`config.mk`:
```
export PLATFORM = sky130hd
export DESIGN_NAME = bseq_ctrl
export DESIGN_NICKNAME = d
export VERILOG_FILES = /design/src/rtl/bseq_pkg.sv /design/src/rtl/bseq_store.sv /design/src/rtl/bseq_cond_sel.sv /design/src/rtl/bseq_succ_pick.sv /design/src/rtl/bseq_ctrl.sv
export SDC_FILE = /design/constraint.sdc
export NUM_CORES = 1
export LEC_CHECK = 0
export ABC_AREA = 1
export CORE_MARGIN = 4
export CORE_UTILIZATION = 46
export CTS_CLUSTER_SIZE = 16
export DETAILED_ROUTE_END_ITERATION = 10
export PLACE_DENSITY = 0.88
export SYNTH_ARGS = -nofsm -noshare
export SYNTH_HDL_FRONTEND = slang
export SYNTH_HIERARCHICAL = 1
export SYNTH_SLANG_ARGS = --single-unit
```
`constraint.sdc`:
```
create_clock -name clk -period 2.5 [get_ports clk]
set_input_delay 0.375 -clock clk [delete_from_list [all_inputs] [get_ports clk]]
set_output_delay 0.375 -clock clk [all_outputs]
set_load 0.02 [all_outputs]
```
`src/rtl/bseq_pkg.sv`:
```
// Package: bseq_pkg
// Shared widths and the default microcode of the four-way branch sequencer.
// Assumes the word layout {alpha_sel, beta_sel, A3, A2, A1, A0, ctrl}.
package bseq_pkg;

    localparam int DEF_STATE_W = 4;
    localparam int DEF_CTRL_W  = 22;
    localparam int DEF_DEPTH   = 1 << DEF_STATE_W;
    localparam int DEF_WORD_W  = 2 + 4 * DEF_STATE_W + DEF_CTRL_W;

    // Pack one control-store word from its fields.
    function automatic logic [DEF_WORD_W-1:0] mk_word(
        input logic                   a_sel,
        input logic                   b_sel,
        input logic [DEF_STATE_W-1:0] s3,
        input logic [DEF_STATE_W-1:0] s2,
        input logic [DEF_STATE_W-1:0] s1,
        input logic [DEF_STATE_W-1:0] s0,
        input logic [DEF_CTRL_W-1:0]  ctl
    );
        return {a_sel, b_sel, s3, s2, s1, s0, ctl};
    endfunction

    // Default microcode: reset, fetch, decode, load, store, add, branch.
    function automatic logic [DEF_DEPTH*DEF_WORD_W-1:0] default_store();
        logic [DEF_DEPTH*DEF_WORD_W-1:0] t;
        t = '0;
        t[ 0*DEF_WORD_W +: DEF_WORD_W] = mk_word(1'b0, 1'b0, 4'd1,  4'd1,  4'd1,  4'd1,  22'h000003);
        t[ 1*DEF_WORD_W +: DEF_WORD_W] = mk_word(1'b0, 1'b0, 4'd2,  4'd2,  4'd2,  4'd2,  22'h000104);
        t[ 2*DEF_WORD_W +: DEF_WORD_W] = mk_word(1'b0, 1'b0, 4'd3,  4'd3,  4'd2,  4'd2,  22'h000108);
        t[ 3*DEF_WORD_W +: DEF_WORD_W] = mk_word(1'b0, 1'b0, 4'd3,  4'd3,  4'd4,  4'd4,  22'h000210);
        t[ 4*DEF_WORD_W +: DEF_WORD_W] = mk_word(1'b0, 1'b0, 4'd5,  4'd5,  4'd4,  4'd4,  22'h000420);
        t[ 5*DEF_WORD_W +: DEF_WORD_W] = mk_word(1'b1, 1'b1, 4'd14, 4'd11, 4'd9,  4'd6,  22'h000000);
        t[ 6*DEF_WORD_W +: DEF_WORD_W] = mk_word(1'b0, 1'b0, 4'd7,  4'd7,  4'd7,  4'd7,  22'h000840);
        t[ 7*DEF_WORD_W +: DEF_WORD_W] = mk_word(1'b0, 1'b0, 4'd7,  4'd7,  4'd8,  4'd8,  22'h001108);
        t[ 8*DEF_WORD_W +: DEF_WORD_W] = mk_word(1'b0, 1'b0, 4'd1,  4'd1,  4'd1,  4'd1,  22'h002080);
        t[ 9*DEF_WORD_W +: DEF_WORD_W] = mk_word(1'b0, 1'b0, 4'd10, 4'd10, 4'd10, 4'd10, 22'h004840);
        t[10*DEF_WORD_W +: DEF_WORD_W] = mk_word(1'b0, 1'b0, 4'd10, 4'd10, 4'd1,  4'd1,  22'h008300);
        t[11*DEF_WORD_W +: DEF_WORD_W] = mk_word(1'b0, 1'b0, 4'd12, 4'd12, 4'd12, 4'd12, 22'h000840);
        t[12*DEF_WORD_W +: DEF_WORD_W] = mk_word(1'b0, 1'b0, 4'd12, 4'd12, 4'd13, 4'd13, 22'h001108);
        t[13*DEF_WORD_W +: DEF_WORD_W] = mk_word(1'b0, 1'b0, 4'd1,  4'd1,  4'd1,  4'd1,  22'h070000);
        t[14*DEF_WORD_W +: DEF_WORD_W] = mk_word(1'b0, 1'b0, 4'd15, 4'd1,  4'd15, 4'd1,  22'h000000);
        t[15*DEF_WORD_W +: DEF_WORD_W] = mk_word(1'b0, 1'b0, 4'd1,  4'd1,  4'd1,  4'd1,  22'h280000);
        return t;
    endfunction

endpackage

```
`src/rtl/bseq_store.sv`:
```
// Module: bseq_store
// Combinational control-store read. Splits the flat STORE parameter into
// words and returns the fields of the word at addr.
// Assumes STORE is DEPTH words of WORD_W bits, word i at [i*WORD_W +: WORD_W].
module bseq_store #(
    parameter int STATE_W = 4,
    parameter int CTRL_W  = 22,
    parameter int DEPTH   = 1 << STATE_W,
    parameter int WORD_W  = 2 + 4 * STATE_W + CTRL_W,
    parameter logic [DEPTH*WORD_W-1:0] STORE = '0
) (
    input  logic [STATE_W-1:0]   addr,
    output logic                 alpha_sel,
    output logic                 beta_sel,
    output logic [4*STATE_W-1:0] succ_all,
    output logic [CTRL_W-1:0]    ctrl
);

    localparam int SUCC_LSB = CTRL_W;
    localparam int BETA_BIT = CTRL_W + 4 * STATE_W;
    localparam int ALFA_BIT = BETA_BIT + 1;

    logic [WORD_W-1:0] words [DEPTH];
    logic [WORD_W-1:0] cur;

    generate
        for (genvar gi = 0; gi < DEPTH; gi++) begin : g_word
            assign words[gi] = STORE[gi*WORD_W +: WORD_W];
        end
    endgenerate

    // Select the addressed word and split it into fields.
    always_comb begin
        cur       = words[addr];
        alpha_sel = cur[ALFA_BIT];
        beta_sel  = cur[BETA_BIT];
        succ_all  = cur[SUCC_LSB +: 4*STATE_W];
        ctrl      = cur[CTRL_W-1:0];
    end

endmodule

```
`src/rtl/bseq_cond_sel.sv`:
```
// Module: bseq_cond_sel
// Picks the alpha and beta conditions and forms the 2-bit way index.
// Assumes alpha is the high bit of the index.
module bseq_cond_sel (
    input  logic       alpha_sel,
    input  logic       beta_sel,
    input  logic       mem_wait,
    input  logic       ir_op_hi,
    input  logic       ir_op_lo,
    input  logic       acc_sign,
    output logic [1:0] way
);

    logic alpha_c;
    logic beta_c;

    // Two 2:1 condition multiplexers feeding the way index.
    always_comb begin
        alpha_c = alpha_sel ? ir_op_hi : mem_wait;
        beta_c  = beta_sel  ? ir_op_lo : acc_sign;
        way     = {alpha_c, beta_c};
    end

endmodule

```
`src/rtl/bseq_succ_pick.sv`:
```
// Module: bseq_succ_pick
// Chooses one of the four stored successors by way index.
// Assumes succ_all holds A0 in its low STATE_W bits and A3 in its top bits.
module bseq_succ_pick #(
    parameter int STATE_W = 4,
    parameter int WAYS    = 4
) (
    input  logic [WAYS*STATE_W-1:0] succ_all,
    input  logic [1:0]              way,
    output logic [STATE_W-1:0]      next_state
);

    logic [STATE_W-1:0] cand [WAYS];

    generate
        for (genvar gw = 0; gw < WAYS; gw++) begin : g_cand
            assign cand[gw] = succ_all[gw*STATE_W +: STATE_W];
        end
    endgenerate

    // 4:1 successor multiplexer.
    always_comb begin
        next_state = cand[way];
    end

endmodule

```
`src/rtl/bseq_ctrl.sv`:
```
// Module: bseq_ctrl (top)
// Four-way branch sequencer: a state register addressing a control store
// whose words name four successors; two selected conditions pick one.
// Assumes synchronous active-low reset; ctrl_out is a Moore output.
module bseq_ctrl #(
    parameter int STATE_W = bseq_pkg::DEF_STATE_W,
    parameter int CTRL_W  = bseq_pkg::DEF_CTRL_W,
    parameter logic [(1<<STATE_W)*(2+4*STATE_W+CTRL_W)-1:0] STORE =
        bseq_pkg::default_store()
) (
    input  logic               clk,
    input  logic               rst_n,
    input  logic               mem_wait,
    input  logic               ir_op_hi,
    input  logic               ir_op_lo,
    input  logic               acc_sign,
    output logic [CTRL_W-1:0]  ctrl_out,
    output logic [STATE_W-1:0] state_out
);

    localparam int DEPTH  = 1 << STATE_W;
    localparam int WORD_W = 2 + 4 * STATE_W + CTRL_W;

    logic [STATE_W-1:0]   state_q;
    logic [STATE_W-1:0]   state_d;
    logic                 a_sel;
    logic                 b_sel;
    logic [4*STATE_W-1:0] succ_all;
    logic [1:0]           way;

    bseq_store #(
        .STATE_W (STATE_W),
        .CTRL_W  (CTRL_W),
        .DEPTH   (DEPTH),
        .WORD_W  (WORD_W),
        .STORE   (STORE)
    ) u_store (
        .addr      (state_q),
        .alpha_sel (a_sel),
        .beta_sel  (b_sel),
        .succ_all  (succ_all),
        .ctrl      (ctrl_out)
    );

    bseq_cond_sel u_cond (
        .alpha_sel (a_sel),
        .beta_sel  (b_sel),
        .mem_wait  (mem_wait),
        .ir_op_hi  (ir_op_hi),
        .ir_op_lo  (ir_op_lo),
        .acc_sign  (acc_sign),
        .way       (way)
    );

    bseq_succ_pick #(
        .STATE_W (STATE_W),
        .WAYS    (4)
    ) u_pick (
        .succ_all   (succ_all),
        .way        (way),
        .next_state (state_d)
    );

    // State register with synchronous active-low reset.
    always_ff @(posedge clk) begin
        if (!rst_n) state_q <= '0;
        else        state_q <= state_d;
    end

    assign state_out = state_q;

endmodule

```
* Yosys cells after proc, flatten, opt, wreduce, memory -nomap -nowiden
Memory sizes are Yosys's and may differ from the RTL's.
Cells that the tools add are included.
** Word-level totals
- Flip-flop bits (word level) :: 4
- ROM bits :: 640
- Input bits :: 6
- Output and inout port bits :: 26
- Logic and storage cells :: 13
- Memories :: 1
** Cells by class
- Order comparisons :: 2
- Mux-type cells :: 7
- Bitwise gates (word level) :: 2
** Memory list
- (no name shown) :: depth 16, width 40, rd ports 1, clocked after memory_dff 0, wr ports 0, line bseq_store.sv:34 : cur = words[addr];
** Operator list (count)
- two-way mux 40 bit :: 2
- binary-select mux 4 bit (select 2 bit) :: 1
- two-way mux 4 bit :: 2
- greater-or-equal comparator 5 bit, second input constant :: 1
- NOT 4 -> 5 bit :: 1
- greater-or-equal comparator 3 bit, second input constant :: 1
- NOT 2 -> 3 bit :: 1
- two-way mux 1 bit :: 2

* Logic depth before layout (Yosys ltp)
Gate-level depths: netlist (run 1).
- Depth in word-level cells :: 9
- Gate-level depth with buffers :: 16
- Depth with buffers taken out :: 13

* By module
Netlist (run 1), hierarchy kept.
** Modules (own cells, without submodules)
- bseq_store :: instances 1, cells each 107, area each 643.1 um^2
- bseq_succ_pick :: instances 1, cells each 47, area each 196.4 um^2
- bseq_ctrl :: instances 1, cells each 12, area each 110.1 um^2
- bseq_cond_sel :: instances 1, cells each 10, area each 45.0 um^2

* Worst setup path after synthesis (run 1)
No wires, ideal clock.
- Path type :: reg-to-reg
- From :: register state_q[0] (netlist: state_out[0])
- To :: register state_q[0] (netlist: state_out[0])
- Arrival :: 1.840 ns
- Data required time :: 2.391 ns
- Slack :: 0.551 ns
- Cell stages (with the launch flop) :: 16
- Path buffers :: 3
- Period minus slack after synthesis :: 1.949 ns
- Path through :: dfxtp_1 > ha_1 > inv_1 > nor2_1 > buf_4 > inv_1 > nand2_1 > nand2_1 > buf_4 > buf_6 > inv_4 > nand2_1 > nand3_1 > nand2_1 > nand2_1 > inv_1
** On the way
- Cells in the longest elaborated chain, start to end :: 9
** RTL lines
- start: declaration :: line bseq_ctrl.sv:24 : logic [STATE_W-1:0] state_q;
- start signal: assignment :: line bseq_ctrl.sv:67 : else state_q <= state_d;
- NOT 4 -> 5 bit (implied by the code) :: line bseq_store.sv:34
- memory (16 x 40 bit)
- two-way mux 40 bit (implied by the code) (2 in a row) :: line bseq_store.sv:34
- named net a_sel :: line bseq_ctrl.sv:26 : logic a_sel;
- two-way mux 1 bit :: line bseq_cond_sel.sv:19 : alpha_c = alpha_sel ? ir_op_hi : mem_wait;
- NOT 2 -> 3 bit (implied by the code) :: line bseq_succ_pick.sv:23 : next_state = cand[way];
- binary-select mux 4 bit (select 2 bit) :: line bseq_succ_pick.sv:23
- two-way mux 4 bit (implied by the code) (2 in a row) :: line bseq_succ_pick.sv:23
- named net state_d[0] :: line bseq_ctrl.sv:25 : logic [STATE_W-1:0] state_d;
The timed path passes the listed nets, and every way through them passes these cells. The select of a mux whose other input is x is not followed.
A chain may end at the register's enable or synchronous reset.

* Worst setup path in the final report (run 1)
- From :: register state_q[1] (netlist: state_out[1])
- To :: output ctrl_out[3]
** On the way
- Cells in the longest elaborated chain, start to end :: 4
** RTL lines
- NOT 4 -> 5 bit (implied by the code) :: line bseq_store.sv:34
- memory (16 x 40 bit)
- two-way mux 40 bit (implied by the code) (2 in a row) :: line bseq_store.sv:34
- end: declaration :: line bseq_ctrl.sv:17 : output logic [CTRL_W-1:0] ctrl_out,
No other way between the ends. The select of a mux whose other input is x is not followed.

==> results of run 1 <==
final cells by class:
type / instances / area [um2] / area share, %
repair buffers: 34 / 330.3 / 26.83
inverters: 39 / 151.4 / 12.30
well taps: 27 / 33.78 / 2.744
flip-flops and latches: 4 / 80.08 / 6.504
clock buffers: 3 / 22.52 / 1.829
multi-input cells: 116 / 613.1 / 49.80
routing by layer:
layer	GRT usage, %	wire, um	vias up
met1	20.19	957	480
met2	31.08	1112	45
met4	6.639	10	0
li1	-	-	554
met5	0	0	-
met3	1.090	201	2
stage by stage:
stage / util (%) / cells / power [W] / hold slack (ps)
floorplan: - / 176 / 0.0004068 / 468.5
global placement: 60.38 / 220 / 0.0005181 / 945.0
detailed placement: 60.38 / 220 / 0.0005243 / 953.8
CTS: 61.50 / 223 / 0.0006113 / 733.1
global route: 61.50 / 223 / 0.0006642 / 767.2
finish: 61.50 / 223 / 0.0006056 / 743.7
worst reg2reg max path: cells and delay by family (launching register included):
family	cells	cell delay (ps)
buffers and inverters	5	640
flip-flops	1	420
AND/OR/NAND/NOR	8	910
kinds of logic after synthesis:
kind of cell / share of synthesized area [%]
flops: 8.051
buf+inv: 30.31
fa+ha+maj: 16.35
compound gates: 4.654
simple gates: 40.25
other cells: 0.3770
cell usage in the layout (no fill, tap or decap):
cell              n
o21ai_1           1
inv_4             2
dfxtp_1           4
inv_1            29
conb_1            1
nor3_2            2
nand2_1          57
nand3_2           1
nand2_2           1
o22ai_1           1
nor2_1            8
o21ai_0           6
clkdlybuf4s50_1  30
a21oi_1           1
buf_4             4
inv_2             8
ha_1             13
nand3_1          24
clkbuf_4          3
power breakdown:
group	internal [W]	switching, W	leakage [nW]
logic	0.000176	0.000261	0.647
registers	0.0000732	0.0000150	0.0331
clock network	0.0000537	0.0000261	0.0138
worst paths after layout:
kind | endpoint | slack (ps) | cells past startpoint
worst max-delay path | ctrl_out[3] | 180 | 6
worst min-delay path | state_out[3]$_SDFF_PN0_ | 740 | 3
worst max register to register | state_out[0]$_SDFF_PN0_ | 440 | 13
worst min register to register | state_out[3]$_SDFF_PN0_ | 950 | 9
==> results.ini, run 1 <==
[run_status]
status = finished clean

[finish]
stdcell_area_mm2 = 0.001231
largest_register_ff_count = 4
final_layout_size_suffix_gt1_share_pct = 10.71
fin_nets = 217
antenna_cells = 0
syn_to_final_growth_pct = 23.77
nFillCells = 198

[die]
core_mm2 = 0.002002
fp.dieH_um = 54.50
die_w_um = 54.50
start_util_pct = 49.69
rows = 16
io_pins = 32
dieArea_mm2 = 0.002970

[cts]
clkSlewWorstSetupHoldPaths_ps = 40
numCtsBuffers = 3
cts_resized = 0
post_cts_buffers = 0
hold_buffers = 0
cts_sinks = 4
root_buffer = clkbuf_4
clk_path_buf_depth = 2
htreeDepth = 1
clkLatencyLatePin_ps = 230
cts_tree = built

[yosys]
ys.warnings.count = 6
ys_types = 19
synth-seq-cells = 4
synth_area_leaders = nand2_1 (22%), ha_1 (16%), nand3_1 (12%), inv_1 (11%), buf_4 (9.1%)
synth.most_common_cell = nand2_1
synth_top_area_cell = nand2_1
syn_inst = 176
netlist.area_leader.share_pct = 21.51
synth_edf_count = 0
synthTopCellsByCount = nand2_1 (57), inv_1 (29), nand3_1 (24)
syn_area_per_cell_um2 = 5.652
syn_area_um2 = 994.7
synth_top_flop_cell = dfxtp_1
async_flop_share_pct = 0
ys_seq_area_share_pct = 8.050
synthesis.nets = 195

[grt]
grt_pass1_vias = 913
grt_pass1_wl_mm = 3.760
antenna_found_initial = 0
grt_overflow = 0
grt_max_degree = 18
grt_usage_pct = 16.94

[detailed_routing]
wl_mm = 2.282
dr.pass1.iters = 4
viasPerCell = 4.848
antenna_left = 0
vias = 1081
wire_per_inst_um = 10.23
drt_iter0_markers = 44
drc = 0

[setup_path]
worst-path-buf-inv = 2
r2r-start = state_out[3]$_SDFF_PN0_
max_stage_delay_ps = 600
start_kind = register
critPathSlowestCell = clkdlybuf4s50_1
critPathTopFamily = buffers and inverters
crit_path_start = state_out[1]$_SDFF_PN0_
crit_path_cell_trace = inv_1 -> ha_1 -> ha_1 -> nand2_1 -> nand3_1 -> clkdlybuf4s50_1
end_kind = output pin
critPathMaxFanout = 6
critical_path_arrival_ps = 1950
critPathRequiredTime_ps = 2120
path_common_cell = ha_1
critPathKind = register to output pin

[sta]
drv_slew = 0
skew_ps = 3.360
setup_violations = 0
finalCritPeriodShare_pct = 92.90
tns_ps = 0
setup_ws_ps = 177.6
rsz0062_at_grt = false
clock.fmax_mhz = 430.6
period_needed_ps = 2322
hold_viol_final = 0

[power_and_ir_drop]
ir_worst_vdd_v = 0.0004161
cellPowerDensity_mw_per_mm2 = 491.9
p_leak_nw = 0.6941

[placed_design]
hpwl_mm = 1.843
place_congestion = 0.8773
place_area_mm2 = 0.001209
portBuffers = 30
dpl_worst_slack_ps = 420.9

[min_path]
hold_class = primary input to register
hold_start = rst_n

[job]
cap_violations = 0

Power figures use the tool's default switching activity.
==> inputs of run 2 (changes only) <==
ABC_AREA = not set   (was 1)
CTS_BUF_LIST = sky130_fd_sc_hd__clkbuf_2   (was not set)
PLACE_DENSITY = 0.9   (was 0.88)
==> results.ini, run 2 <==
[finish]
largest_register_ff_count = 4  ; unchanged
stdcell_area_mm2 = 0.001139  ; was 0.001231 mm2
fin_nets = 147  ; was 217
final_cell_mix = clkdlybuf4s50_1 (28), nand2_1 (13), ha_1 (12)  ; was nand2_1 (57), clkdlybuf4s50_1 (30), inv_1 (29)
final_layout_size_suffix_gt1_share_pct = 15.87  ; was 10.71%
syn_to_final_growth_pct = 26.74  ; was 23.77%
final_common_cell = clkdlybuf4s50_1  ; was nand2_1
antenna_cells = 0  ; unchanged

[sta]
clock.fmax_mhz = 419.3  ; was 430.6 MHz
tns_ps = 0  ; unchanged
hold_slack_ps = 807.7  ; was 743.7 ps
setup_violations = 0  ; unchanged
rsz0062_at_grt = false  ; unchanged
skew_ps = 9.128  ; was 3.360 ps
finalCritPeriodShare_pct = 95.39  ; was 92.90%
hold_viol_final = 0  ; unchanged
period_needed_ps = 2385  ; was 2322 ps
drv_slew = 0  ; unchanged

[cts]
htreeDepth = 1  ; unchanged
root_buffer = clkbuf_2  ; was clkbuf_4
cts_sinks = 4  ; unchanged
cts_tree = built  ; unchanged
post_cts_buffers = 0  ; unchanged
clkLatencyLatePin_ps = 210  ; was 230 ps
clkSlewWorstSetupHoldPaths_ps = 60  ; was 40 ps
numCtsBuffers = 3  ; unchanged
clk_path_buf_depth = 2  ; unchanged

[power_and_ir_drop]
net-switching-power_w = 0.0003352  ; was 0.0003025 W
p_leak_nw = 0.5642  ; was 0.6941 nW
cellPowerDensity_mw_per_mm2 = 613.1  ; was 491.9 mW/mm2
swShare_pct = 48.01  ; was 49.94%
share_clk_of_total_power_pct = 8.9  ; was 13.2%
ir_worst_vdd_v = 0.0003780  ; was 0.0004161 V
intPower_w = 0.0003629  ; was 0.0003032 W
comb_power_share_pct = 76.4  ; was 72.3%
seqPwrFrac_pct = 14.7  ; was 14.6%

[die]
io_pins = 32  ; unchanged
fp.dieH_um = 52.19  ; was 54.50 um
dieArea_mm2 = 0.002724  ; was 0.002970 mm2
die_w_um = 52.19  ; was 54.50 um
start_util_pct = 50.39  ; was 49.69%
rows = 15  ; was 16
core_mm2 = 0.001783  ; was 0.002002 mm2

[detailed_routing]
dr.pass1.iters = 4  ; unchanged
vias = 807  ; was 1,081
drt_iter0_markers = 19  ; was 44
antenna_left = 0  ; unchanged
viasPerCell = 5.344  ; was 4.848
wire_per_inst_um = 15.26  ; was 10.23 um
drc = 0  ; unchanged
wl_mm = 2.304  ; was 2.282 mm

[grt]
antenna_found_initial = 0  ; unchanged
grt_usage_pct = 18.56  ; was 16.94%
grt_overflow = 0  ; unchanged
grt_pass1_vias = 806  ; was 913
grt_pass1_wl_mm = 3.774  ; was 3.760 mm
grt_max_degree = 18  ; unchanged

[yosys]
netlist.area_leader.share_pct = 18.11  ; was 21.51%
synth-seq-cells = 4  ; unchanged
synthesis.nets = 125  ; was 195
ys.warnings.count = 6  ; unchanged
syn_area_per_cell_um2 = 8.475  ; was 5.652 um2
ys_types = 35  ; was 19
syn_inst = 106  ; was 176
synthTopCellsByCount = ha_1 (13), nand2_1 (13), buf_4 (12)  ; was nand2_1 (57), inv_1 (29), nand3_1 (24)
syn_area_um2 = 898.4  ; was 994.7 um2
ys_seq_area_share_pct = 8.914  ; was 8.050%
synth_top_area_cell = ha_1  ; was nand2_1
async_flop_share_pct = 0  ; unchanged
synth_area_leaders = ha_1 (18%), mux4_1 (12%), buf_4 (10%), dfxtp_1 (8.9%), nand2_1 (5.4%)  ; was nand2_1 (22%), ha_1 (16%), nand3_1 (12%), inv_1 (11%), buf_4 (9.1%)
synth_edf_count = 0  ; unchanged
synth_top_flop_cell = dfxtp_1  ; unchanged

[min_path]
hold_class = primary input to register  ; unchanged

[run_status]
status = finished clean  ; unchanged

[setup_path]
end_kind = output pin  ; unchanged
start_kind = register  ; unchanged
critPathRequiredTime_ps = 2120  ; about the same
critical_path_arrival_ps = 2010  ; was 1950 ps
critPathMaxFanout = 8  ; was 6
critPathKind = register to output pin  ; unchanged

[placed_design]
hpwl_mm = 1.847  ; was 1.843 mm
place_area_mm2 = 0.001114  ; was 0.001209 mm2
place_congestion = 0.9197  ; was 0.8773
portBuffers = 30  ; unchanged

[job]
cap_violations = 0  ; unchanged

==> run 2: cell type report <==
cell class                 instances  area (um2)
multi-input combinational         79       653.1
fill                             150       644.4
timing repair buffer              33       327.8
sequential                         4       82.58
tap                               25       31.28
inverter                           7       28.78
clock buffer                       3       15.01
==> run 2: stage by stage <==
step	std cells	total power [W]	setup slack [ps]	utilization [%]
after floorplan	106	0.0004527	219.5	-
after global placement	148	0.0006027	283.5	62.46
after detailed placement	148	0.0006267	205.9	62.46
after CTS	151	0.0006980	10.86	63.44
after global routing	151	0.0007452	0.1665	63.86
final	151	0.0006980	115.2	63.86
==> run 2: cell families (layout without fill, tap and decap cells) <==
kind of cell | after synthesis | in the layout | synth area share, %
muxes | 8 | 8 | 17.83
buffers and inverters | 23 | 43 | 18.66
AOI/OAI and AO/OA | 24 | 24 | 16.16
DFF | 4 | 4 | 8.914
other | 1 | 1 | 0.4174
adders and majority gates | 13 | 13 | 18.11
and+or+nand+nor | 33 | 33 | 19.92
==> run 2: worst paths after layout <==
kind                            from                      end  slack, ps  cells past startpoint
max          state_out[0]$_SDFF_PN0_             ctrl_out[12]        120                      6
min                            rst_n  state_out[3]$_SDFF_PN0_        810                      2
max reg2reg  state_out[0]$_SDFF_PN0_  state_out[1]$_SDFF_PN0_        310                      8
min reg2reg  state_out[2]$_SDFF_PN0_  state_out[1]$_SDFF_PN0_        960                      3
==> run 2: worst max-delay path, cell delays in order (launching register included) <==
cell             delay [ps]
dfxtp_2                 360
inv_1                   120
ha_2                    280
ha_1                    220
nand2_1                 100
o21ai_1                  90
clkdlybuf4s50_1         610
==> run 2: what timing repair did <==
item                       CTS  global route
gates resized for setup      1             4
setup endpoints to repair    4             6
cloned                       0             0
hold buffers                 0             0
==> run 2: power groups by stage <==
stage               combinational, W  sequential (W)   clock, W
finish                      0.000534        0.000103  0.0000619
CTS                         0.000532        0.000101  0.0000650
global route                0.000572        0.000105  0.0000685
detailed placement          0.000525        0.000102          0
global placement            0.000502        0.000100          0
floorplan                   0.000345        0.000107          0
==> run 2: layer usage <==
metal / track usage [%] / up-vias / part of all wire (%)
met5: 0 / - / 0
met4: 7.660 / 0 / 0.52
met3: 1.140 / 2 / 4.3
met2: 33.47 / 22 / 54
met1: 22.61 / 384 / 41
li1: - / 399 / -
==> inputs of run 3 (changes only) <==
CAP_MARGIN = 20   (was not set)
==> results of run 3 <==
No change in the layout: final DEF, timing and power equal those of run 2.
